`config.mk`:
```
export PLATFORM = sky130hd
export DESIGN_NAME = vrx_line_capture
export DESIGN_NICKNAME = d
export VERILOG_FILES = /design/src/rtl/vrx_pkg.sv /design/src/rtl/vrx_sync_edge.sv /design/src/rtl/vrx_pixel_packer.sv /design/src/rtl/vrx_write_issuer.sv /design/src/rtl/vrx_line_capture.sv
export SDC_FILE = /design/constraint.sdc
export NUM_CORES = 1
export LEC_CHECK = 0
export BUFFER_PORTS_ARGS = -buffer_cell sky130_fd_sc_hd__buf_4
export CAP_MARGIN = 20
export CORE_MARGIN = 2
export CORE_UTILIZATION = 55
export CTS_BUF_LIST = sky130_fd_sc_hd__clkbuf_4 sky130_fd_sc_hd__clkbuf_8 sky130_fd_sc_hd__clkbuf_16
export CTS_CLUSTER_DIAMETER = 80
export DETAILED_ROUTE_END_ITERATION = 6
export PLACE_DENSITY = 0.85
export SYNTH_ARGS = -nofsm -noshare
export SYNTH_HDL_FRONTEND = slang
export SYNTH_SLANG_ARGS = --single-unit
```
`constraint.sdc`:
```
create_clock -name clk -period 5.76 [get_ports clk]
set_clock_uncertainty 0.05 [all_clocks]
set_input_delay 0.864 -clock clk [delete_from_list [all_inputs] [get_ports clk]]
set_output_delay 0.864 -clock clk [all_outputs]
set_load 0.005 [all_outputs]
```
`src/rtl/vrx_pkg.sv`:
```
package vrx_pkg;
    typedef enum logic [1:0] {
        CAP_WAIT = 2'd0,
        CAP_LINE = 2'd1,
        CAP_FULL = 2'd2,
        CAP_DONE = 2'd3
    } cap_state_t;
endpackage

```
`src/rtl/vrx_sync_edge.sv`:
```
module vrx_sync_edge (
    input  logic clk,
    input  logic rst_n,
    input  logic hsync,
    input  logic vsync,
    output logic line_start,
    output logic frame_start
);
    logic hs_q;
    logic vs_q;

    // previous samples reset high so a level held through reset is not an edge
    always_ff @(posedge clk) begin
        if (!rst_n) begin
            hs_q <= 1'b1;
            vs_q <= 1'b1;
        end else begin
            hs_q <= hsync;
            vs_q <= vsync;
        end
    end

    assign frame_start = vsync & ~vs_q & hsync;
    assign line_start  = hsync & ~hs_q;
endmodule

```
`src/rtl/vrx_pixel_packer.sv`:
```
module vrx_pixel_packer #(
    parameter int WORD_W = 8
) (
    input  logic              clk,
    input  logic              rst_n,
    input  logic              clear,
    input  logic              take,
    input  logic              pair,
    input  logic              bit_main,
    input  logic              bit_odd,
    output logic [WORD_W-1:0] word_next
);
    logic [WORD_W-1:0] shift_q;
    logic [WORD_W-1:0] base;

    always_comb begin
        base      = clear ? '0 : shift_q;
        word_next = base;
        if (take) begin
            if (pair) begin
                word_next = {base[WORD_W-3:0], bit_odd, bit_main};
            end else begin
                word_next = {base[WORD_W-2:0], bit_main};
            end
        end
    end

    always_ff @(posedge clk) begin
        if (!rst_n) begin
            shift_q <= '0;
        end else begin
            shift_q <= word_next;
        end
    end
endmodule

```
`src/rtl/vrx_write_issuer.sv`:
```
module vrx_write_issuer #(
    parameter int AW     = 15,
    parameter int WORD_W = 8,
    parameter int WPR    = 80,
    parameter int DEPTH  = 32000
) (
    input  logic              clk,
    input  logic              rst_n,
    input  logic              word_done,
    input  logic [AW-1:0]     word_addr,
    input  logic [WORD_W-1:0] word_data,
    input  logic              dbl,
    output logic              wr_en,
    output logic [AW-1:0]     wr_addr,
    output logic [WORD_W-1:0] wr_data
);
    localparam logic [AW-1:0] ROW_STEP = AW'(WPR);

    logic echo_q;

    always_ff @(posedge clk) begin
        if (!rst_n) begin
            wr_en   <= 1'b0;
            wr_addr <= '0;
            wr_data <= '0;
            echo_q  <= 1'b0;
        end else if (word_done) begin
            wr_en   <= 1'b1;
            wr_addr <= word_addr;
            wr_data <= word_data;
            echo_q  <= dbl;
        end else if (echo_q) begin
            wr_en   <= 1'b1;
            wr_addr <= wr_addr + ROW_STEP;
            echo_q  <= 1'b0;
        end else begin
            wr_en   <= 1'b0;
        end
    end

    AST_NO_WRITE_CLASH: assert property (@(posedge clk) disable iff (!rst_n)
        echo_q |-> !word_done);
    AST_ECHO_COPY: assert property (@(posedge clk) disable iff (!rst_n)
        (word_done && dbl) |=> ##1 (wr_en && $stable(wr_data) && wr_addr == $past(wr_addr) + ROW_STEP));
    AST_WR_IN_RANGE: assert property (@(posedge clk) disable iff (!rst_n)
        wr_en |-> (32'(wr_addr) < DEPTH));
endmodule

```
`src/rtl/vrx_line_capture.sv`:
```
module vrx_line_capture
    import vrx_pkg::*;
#(
    parameter int H_PIX  = 640,
    parameter int V_ROWS = 400,
    parameter int WORD_W = 8,
    localparam int WPR   = H_PIX / WORD_W,
    localparam int DEPTH = V_ROWS * WPR,
    localparam int AW    = $clog2(DEPTH)
) (
    input  logic              clk,
    input  logic              rst_n,
    input  logic              pix_valid,
    input  logic              hsync,
    input  logic              vsync,
    input  logic              vid_main,
    input  logic              vid_odd,
    input  logic              pair_mode,
    input  logic              double_mode,
    output logic              wr_en,
    output logic [AW-1:0]     wr_addr,
    output logic [WORD_W-1:0] wr_data
);
    localparam int CW = $clog2(H_PIX + 1);
    localparam int RW = $clog2(V_ROWS + 2);
    localparam int WB = $clog2(WORD_W);
    localparam logic [AW-1:0] STEP1 = AW'(WPR);
    localparam logic [AW-1:0] STEP2 = AW'(2 * WPR);

    logic              line_start;
    logic              frame_start;
    cap_state_t        state_q, state_d, st_eff;
    logic [CW-1:0]     col_q, col_eff, col_new, col_step;
    logic [RW-1:0]     row_q, row_eff, row_try;
    logic [AW-1:0]     base_q, base_eff;
    logic              clear;
    logic              take;
    logic              word_done;
    logic [AW-1:0]     word_addr;
    logic [WORD_W-1:0] word_data;

    vrx_sync_edge u_sync (
        .clk         (clk),
        .rst_n       (rst_n),
        .hsync       (hsync),
        .vsync       (vsync),
        .line_start  (line_start),
        .frame_start (frame_start)
    );

    vrx_pixel_packer #(.WORD_W(WORD_W)) u_pack (
        .clk       (clk),
        .rst_n     (rst_n),
        .clear     (clear),
        .take      (take),
        .pair      (pair_mode),
        .bit_main  (vid_main),
        .bit_odd   (vid_odd),
        .word_next (word_data)
    );

    vrx_write_issuer #(.AW(AW), .WORD_W(WORD_W), .WPR(WPR), .DEPTH(DEPTH)) u_issue (
        .clk       (clk),
        .rst_n     (rst_n),
        .word_done (word_done),
        .word_addr (word_addr),
        .word_data (word_data),
        .dbl       (double_mode),
        .wr_en     (wr_en),
        .wr_addr   (wr_addr),
        .wr_data   (wr_data)
    );

    assign col_step = pair_mode ? CW'(2) : CW'(1);
    assign row_try  = row_q + (double_mode ? RW'(2) : RW'(1));

    // sync events settle the line context first; a strobe in the same cycle
    // then lands in that new context
    always_comb begin
        st_eff   = state_q;
        col_eff  = col_q;
        row_eff  = row_q;
        base_eff = base_q;
        clear    = 1'b0;
        if (frame_start) begin
            st_eff   = CAP_LINE;
            col_eff  = '0;
            row_eff  = '0;
            base_eff = '0;
            clear    = 1'b1;
        end else if (line_start) begin
            clear   = 1'b1;
            col_eff = '0;
            unique case (state_q)
                CAP_WAIT: st_eff = CAP_WAIT;
                CAP_DONE: st_eff = CAP_DONE;
                CAP_LINE, CAP_FULL: begin
                    if (32'(row_try) < V_ROWS) begin
                        st_eff   = CAP_LINE;
                        row_eff  = row_try;
                        base_eff = base_q + (double_mode ? STEP2 : STEP1);
                    end else begin
                        st_eff = CAP_DONE;
                    end
                end
            endcase
        end

        take      = pix_valid && (st_eff == CAP_LINE);
        col_new   = take ? col_eff + col_step : col_eff;
        word_done = take && (col_new[WB-1:0] == '0);
        word_addr = base_eff + AW'(col_new >> WB) - AW'(1);
        state_d   = (take && 32'(col_new) >= H_PIX) ? CAP_FULL : st_eff;
    end

    always_ff @(posedge clk) begin
        if (!rst_n) begin
            state_q <= CAP_WAIT;
        end else begin
            state_q <= state_d;
        end
    end

    always_ff @(posedge clk) begin
        if (!rst_n) begin
            col_q  <= '0;
            row_q  <= '0;
            base_q <= '0;
        end else begin
            col_q  <= col_new;
            row_q  <= row_eff;
            base_q <= base_eff;
        end
    end

    AST_COL_LIMIT: assert property (@(posedge clk) disable iff (!rst_n)
        32'(col_q) <= H_PIX);
    AST_FULL_SILENT: assert property (@(posedge clk) disable iff (!rst_n)
        (state_q == CAP_FULL && !line_start && !frame_start) |-> !word_done);
    AST_WAIT_SILENT: assert property (@(posedge clk) disable iff (!rst_n)
        (state_q == CAP_WAIT && !frame_start) |-> !word_done);
    AST_DONE_SILENT: assert property (@(posedge clk) disable iff (!rst_n)
        (state_q == CAP_DONE && !frame_start) |-> !word_done);
    AST_ROW_LIMIT: assert property (@(posedge clk) disable iff (!rst_n)
        (state_q == CAP_LINE || state_q == CAP_FULL) |-> (32'(row_q) < V_ROWS));
    AST_FRAME_RESTART: assert property (@(posedge clk) disable iff (!rst_n)
        frame_start |=> (state_q != CAP_WAIT && state_q != CAP_DONE));
endmodule

```
# Word-level counts from Yosys, hierarchy flattened
# Cells that the tools add are included.
# Widths: inputs -> output; s select.
# classes
n_bitwise	6
n_reduce_logical	11
add_sub_neg	6
mux	24
order_cmp	2
n_eq_ne	4
# op_table
cell	count
$mux 15	6
$mux 8	4
$mux 10	3
$add 15x7->15	1
$add 15x7->15 const B	1
$add 15x8->15	1
$sub 15x1->15 const B	1
$mux 2	6
$add 10x2->10	1
$ge 10x10->1 const B	1
$add 9x2->9	1
$lt 9x9->1 const B	1
$pmux 2 s3	1
$reduce_or 2->1	3
$eq 2x1->1 const B	2
$eq 2x2->1 const B	2
$mux 1	4
$and 1x1->1	3
$logic_and 1x1->1	3
$logic_not 3->1	1
$not 1->1	3
$reduce_and 3->1	1
$logic_not 2->1	1
$reduce_and 2->1	1
$reduce_bool 2->1	1
# word_totals
reg_bits	71
in_bits	9

# Longest topological paths before layout
# logic_depth
ltp_word	13
depth_mapped	27

# Modules after synthesis
# Synthesis repeated with hierarchy kept, for this count alone.
# unflattened
hier_cells	520
hier_area_um2	4425.5
# by_module_without_submodules
mod	area_per_inst_um2	cells_each	n_inst
vrx_line_capture	2812.7	347	1
vrx_write_issuer	1119.8	115	1
vrx_pixel_packer	425.4	52	1
vrx_sync_edge	67.6	6	1

# Worst setup path before layout
# No wires, ideal clock.
# synth_timing
kind	input port to flip-flop
startpoint	input port double_mode
endpoint	register u_issue.wr_addr[13]
t_arrival_ns	5.563
t_required_ns	5.595
setup_ns	0.115
stages	27
path_slack_ns	0.032
path_cell_list	inv_1 -> ha_1 -> inv_1 -> fa_1 -> nand3b_2 -> a2111oi_2 -> a211o_2 -> a211oi_2 -> buf_2 -> nor2_2 -> buf_2 -> nand2_1 -> xnor2_1 -> nand2_1 -> ha_1 -> inv_1 -> ha_1 -> inv_1 -> fa_1 -> nor2b_1 -> o21ai_0 -> a21boi_0 -> o211a_1 -> o2111ai_1 -> a31oi_1 -> nor3_1 -> a2111oi_0
# synth_via
elab_chain_len	13
word_cells_on_any_way	22
cone_classes	add/sub (4); order compare (1); eq/ne (1); mux (12); reduce/logical (4)
# synth_lines
element	line_no	text
start, declared	vrx_line_capture.sv:19	input logic double_mode,
$mux 2	vrx_line_capture.sv:75	assign row_try = row_q + (double_mode ? RW'(2) : RW'(1));
$add 9x2->9	vrx_line_capture.sv:75	
$lt 9x9->1	vrx_line_capture.sv:98	if (32'(row_try) < V_ROWS) begin
$mux 2	vrx_line_capture.sv:98	
$pmux 2 s3	vrx_line_capture.sv:94	unique case (state_q)
$mux 2	vrx_line_capture.sv:91	end else if (line_start) begin
$mux 2	vrx_line_capture.sv:85	if (frame_start) begin
$eq 2x1->1	vrx_line_capture.sv:109	take = pix_valid && (st_eff == CAP_LINE);
$logic_and 1x1->1	vrx_line_capture.sv:109	
$mux 10	vrx_line_capture.sv:110	col_new = take ? col_eff + col_step : col_eff;
$add 15x7->15 / $logic_not 3->1 (equally long branches)	vrx_line_capture.sv:112, vrx_line_capture.sv:111	
$sub 15x1->15 / $logic_and 1x1->1 (equally long branches)	vrx_line_capture.sv:112, vrx_line_capture.sv:111	
$mux 15 / $reduce_bool 2->1 (equally long branches)	n/a	
end signal, assigned	vrx_write_issuer.sv:29	wr_addr <= word_addr;
end signal, assigned	vrx_write_issuer.sv:34	wr_addr <= wr_addr + ROW_STEP;
end, declared	vrx_write_issuer.sv:14	output logic [AW-1:0] wr_addr,
# Parallel ways exist; a longest one is shown, timed or not.
# A chain may end at the register's enable or synchronous reset.

# Final worst setup path
# Ends and elaborated chain as after synthesis.

==> metrics.cfg <==
[outcome]
status=finished clean

[logic_synthesis]
synth_edf_count=0
synth_fp_nets=567
yosysTopAreaCellShare_pct=32.4
synth_cell_types=61
async_reset_ff_share_pct=0
synthCells=524
ys_ff_latch=71
synth_warnings=0
yosysTopAreaCell=dfxtp_1
synth_ff_type=dfxtp_1
yosys-top-cells-count=dfxtp_1 (71), nor2_1 (62), nand2_1 (35), inv_1 (34), xnor2_1 (33)
synth_area_leaders=dfxtp_1 (32%), ha_1 (8.6%), xnor2_1 (6.6%)
yosysMostFrequentCell=dfxtp_1
synth-seq-area-share_pct=32.4
netlist_area_um2=4380
syn_area_per_cell_um2=8.36

[die]
start_util_pct=56.7
die_area_um2=8700
die_y_um=93.3
coreArea_um2=7730
die_width_um=93.3
row_count=32
num_io_pins=33

[grt]
grt_use_met1_pct=30.0
busiest_layer=met2
grtUsageTotal_pct=24.4
overflow=0
grt_pass1_vias=3796
grt_max_degree=31
grt_util_met3_pct=3.63
use_met2_pct=40.9
grt_pass1_wl_mm=17.1
antenna_found_initial=0

[sta]
hold_viol=0
tightest_slew_ns=0.736
setup_ws_ns=0.372
maxSlewViolCount=0
slew_headroom_pct=50.7
tns_ns=0
post-route-period-util_pct=93.5
fmax_mhz=186
final.min_clock_period_ns=5.39
setup_viol=0
holdWs_ns=0.415
grt_setup_unrepaired=false

[clock_network]
numCtsBuffers=9
clock_latency_ns=0.36
cts_setup_buffers=0
ctsLongestPathBuffers=2
cts_resized=0
postCtsHoldBufs=0
cts_max_level=3
cts_tree=built
cts_num_sinks=71
root_buffer=clkbuf_8
clkTransAtPathRegs_ns=0.08

[setup_path]
crit_arrival_ns=5.59
end_kind=flip-flop
path_buf_inv=5
critical_path.top_delay_family=compound AO/OA/AOI/OAI gates
worstPathRequired_ns=5.97
critPathKind=primary input to flip-flop
path_max_fanout=4
worst_setup_path_start_kind=primary input
cpPeakStageDelay_ns=0.41
crit_path_frequent_cell=inv_1
critical-path-slowest-cell=fa_1

[hold_path]
hp-class=flip-flop to flip-flop

[route]
vias=3874
route.antenna.remaining_nets=0
via_per_inst=5.83
drt_wl_total_mm=9.85
drt-wirelength-per-cell_um=14.8
dr.pass1.iters=7
drc=0
first_iter_violations=175

[flow_run]
maxCapViolCount=0

[layout]
drive_gt1_share_pct=16.2
fillers=594
final_design_area_no_fill_um2=5020
fin_nets=601
ff_latch_area_um2=1420
antennaDiodeCount=0
multi_input_area_um2=2750
area_delta_synth_final_pct=14.6

[placed_design]
place_ws_ns=-0.0160
gp_congestion=0.919
io_buffers=32
placed_cell_area_um2=4790
hpwl_mm=7.10

[power_and_ir_drop]
power.leakage_uw=0.00207
peakVddDrop_uv=207
powerDensity_nw_per_um2=208

[cells in the final DEF, fill, tap and decap left out, types with 8 or more instances in the layout]
cell type / n
a211oi_1: 12
a21oi_1: 15
buf_4: 47
clkbuf_8: 9
dfxtp_1: 71
ha_1: 30
inv_1: 34
mux2_2: 8
mux2i_1: 12
nand2_1: 35
nand2b_1: 10
nand3_1: 16
nor2_1: 62
nor2b_1: 13
nor3_1: 30
o21a_1: 8
o21ai_0: 13
or2_2: 9
xnor2_1: 33
xor2_1: 12
[worst min-delay path, delay by kind of cell (launching register included)]
kind	cells	cell delay (ns)
and+or+nand+nor	1	0.05
DFF	1	0.32
AOI/OAI and AO/OA	1	0.05
[final timing paths]
path                                   from             endpoint  slack, ns  cells past startpoint
worst max register to register     row_q[0]  u_issue.wr_addr[13]       0.71                     24
worst min register to register     row_q[0]             row_q[0]       0.42                      2
worst max-delay path            double_mode  u_issue.wr_addr[13]       0.37                     26
worst min-delay path               row_q[0]             row_q[0]       0.42                      2
[stage by stage]
step	utilization, %	cells	total power [uW]
floorplan	-	524	572
global placement	61.7	648	598
detailed placement	62.0	649	603
CTS	64.9	665	1050
global route	65.0	665	1080
finish	65.0	665	1050
[state kept, by name, indices dropped and copies added, names as in the netlist]
name	flops
base_q	15
u_issue.wr_addr	15
col_q	10
row_q	9
u_issue.wr_data	8
u_pack.shift_q	8
state_q	2
u_issue.echo_q	1
u_issue.wr_en	1
u_sync.hs_q	1
u_sync.vs_q	1
[layout make-up]
| type | instances | area share, % |
|---|---|---|
| clock buffer | 9 | 2.47 |
| inverter | 34 | 2.54 |
| tap | 102 | 2.54 |
| clock inverter | 7 | 1.92 |
| timing repair buffer | 48 | 7.57 |
| multi-input combinational | 394 | 54.7 |
| sequential | 71 | 28.3 |
[power by group]
part	internal (uW)	total (uW)	switching, uW	leakage [uW]
clock	244	452	207	0.000102
sequential	498	504	5.86	0.000573
combinational	38.2	90.2	52.1	0.00139
total	780	1050	265	0.00207
[metal layers]
layer  up-vias  share of wire (%)
li1       1875                  -
met1      1844                 44
met2       126                 48
met3        29                5.2
met4         0                2.7
met5         -                  0
[logic make-up after synthesis]
family,share of synthesized area (%)
AND/OR/NAND/NOR,25.0
AO/OA/AOI/OAI,13.1
flip-flops,32.4
buffers and inverters,5.31
XOR/XNOR,8.99
adder cells (fa/ha/maj),10.4
multiplexers,4.80
No activity file was read; power rests on OpenSTA's default activity.
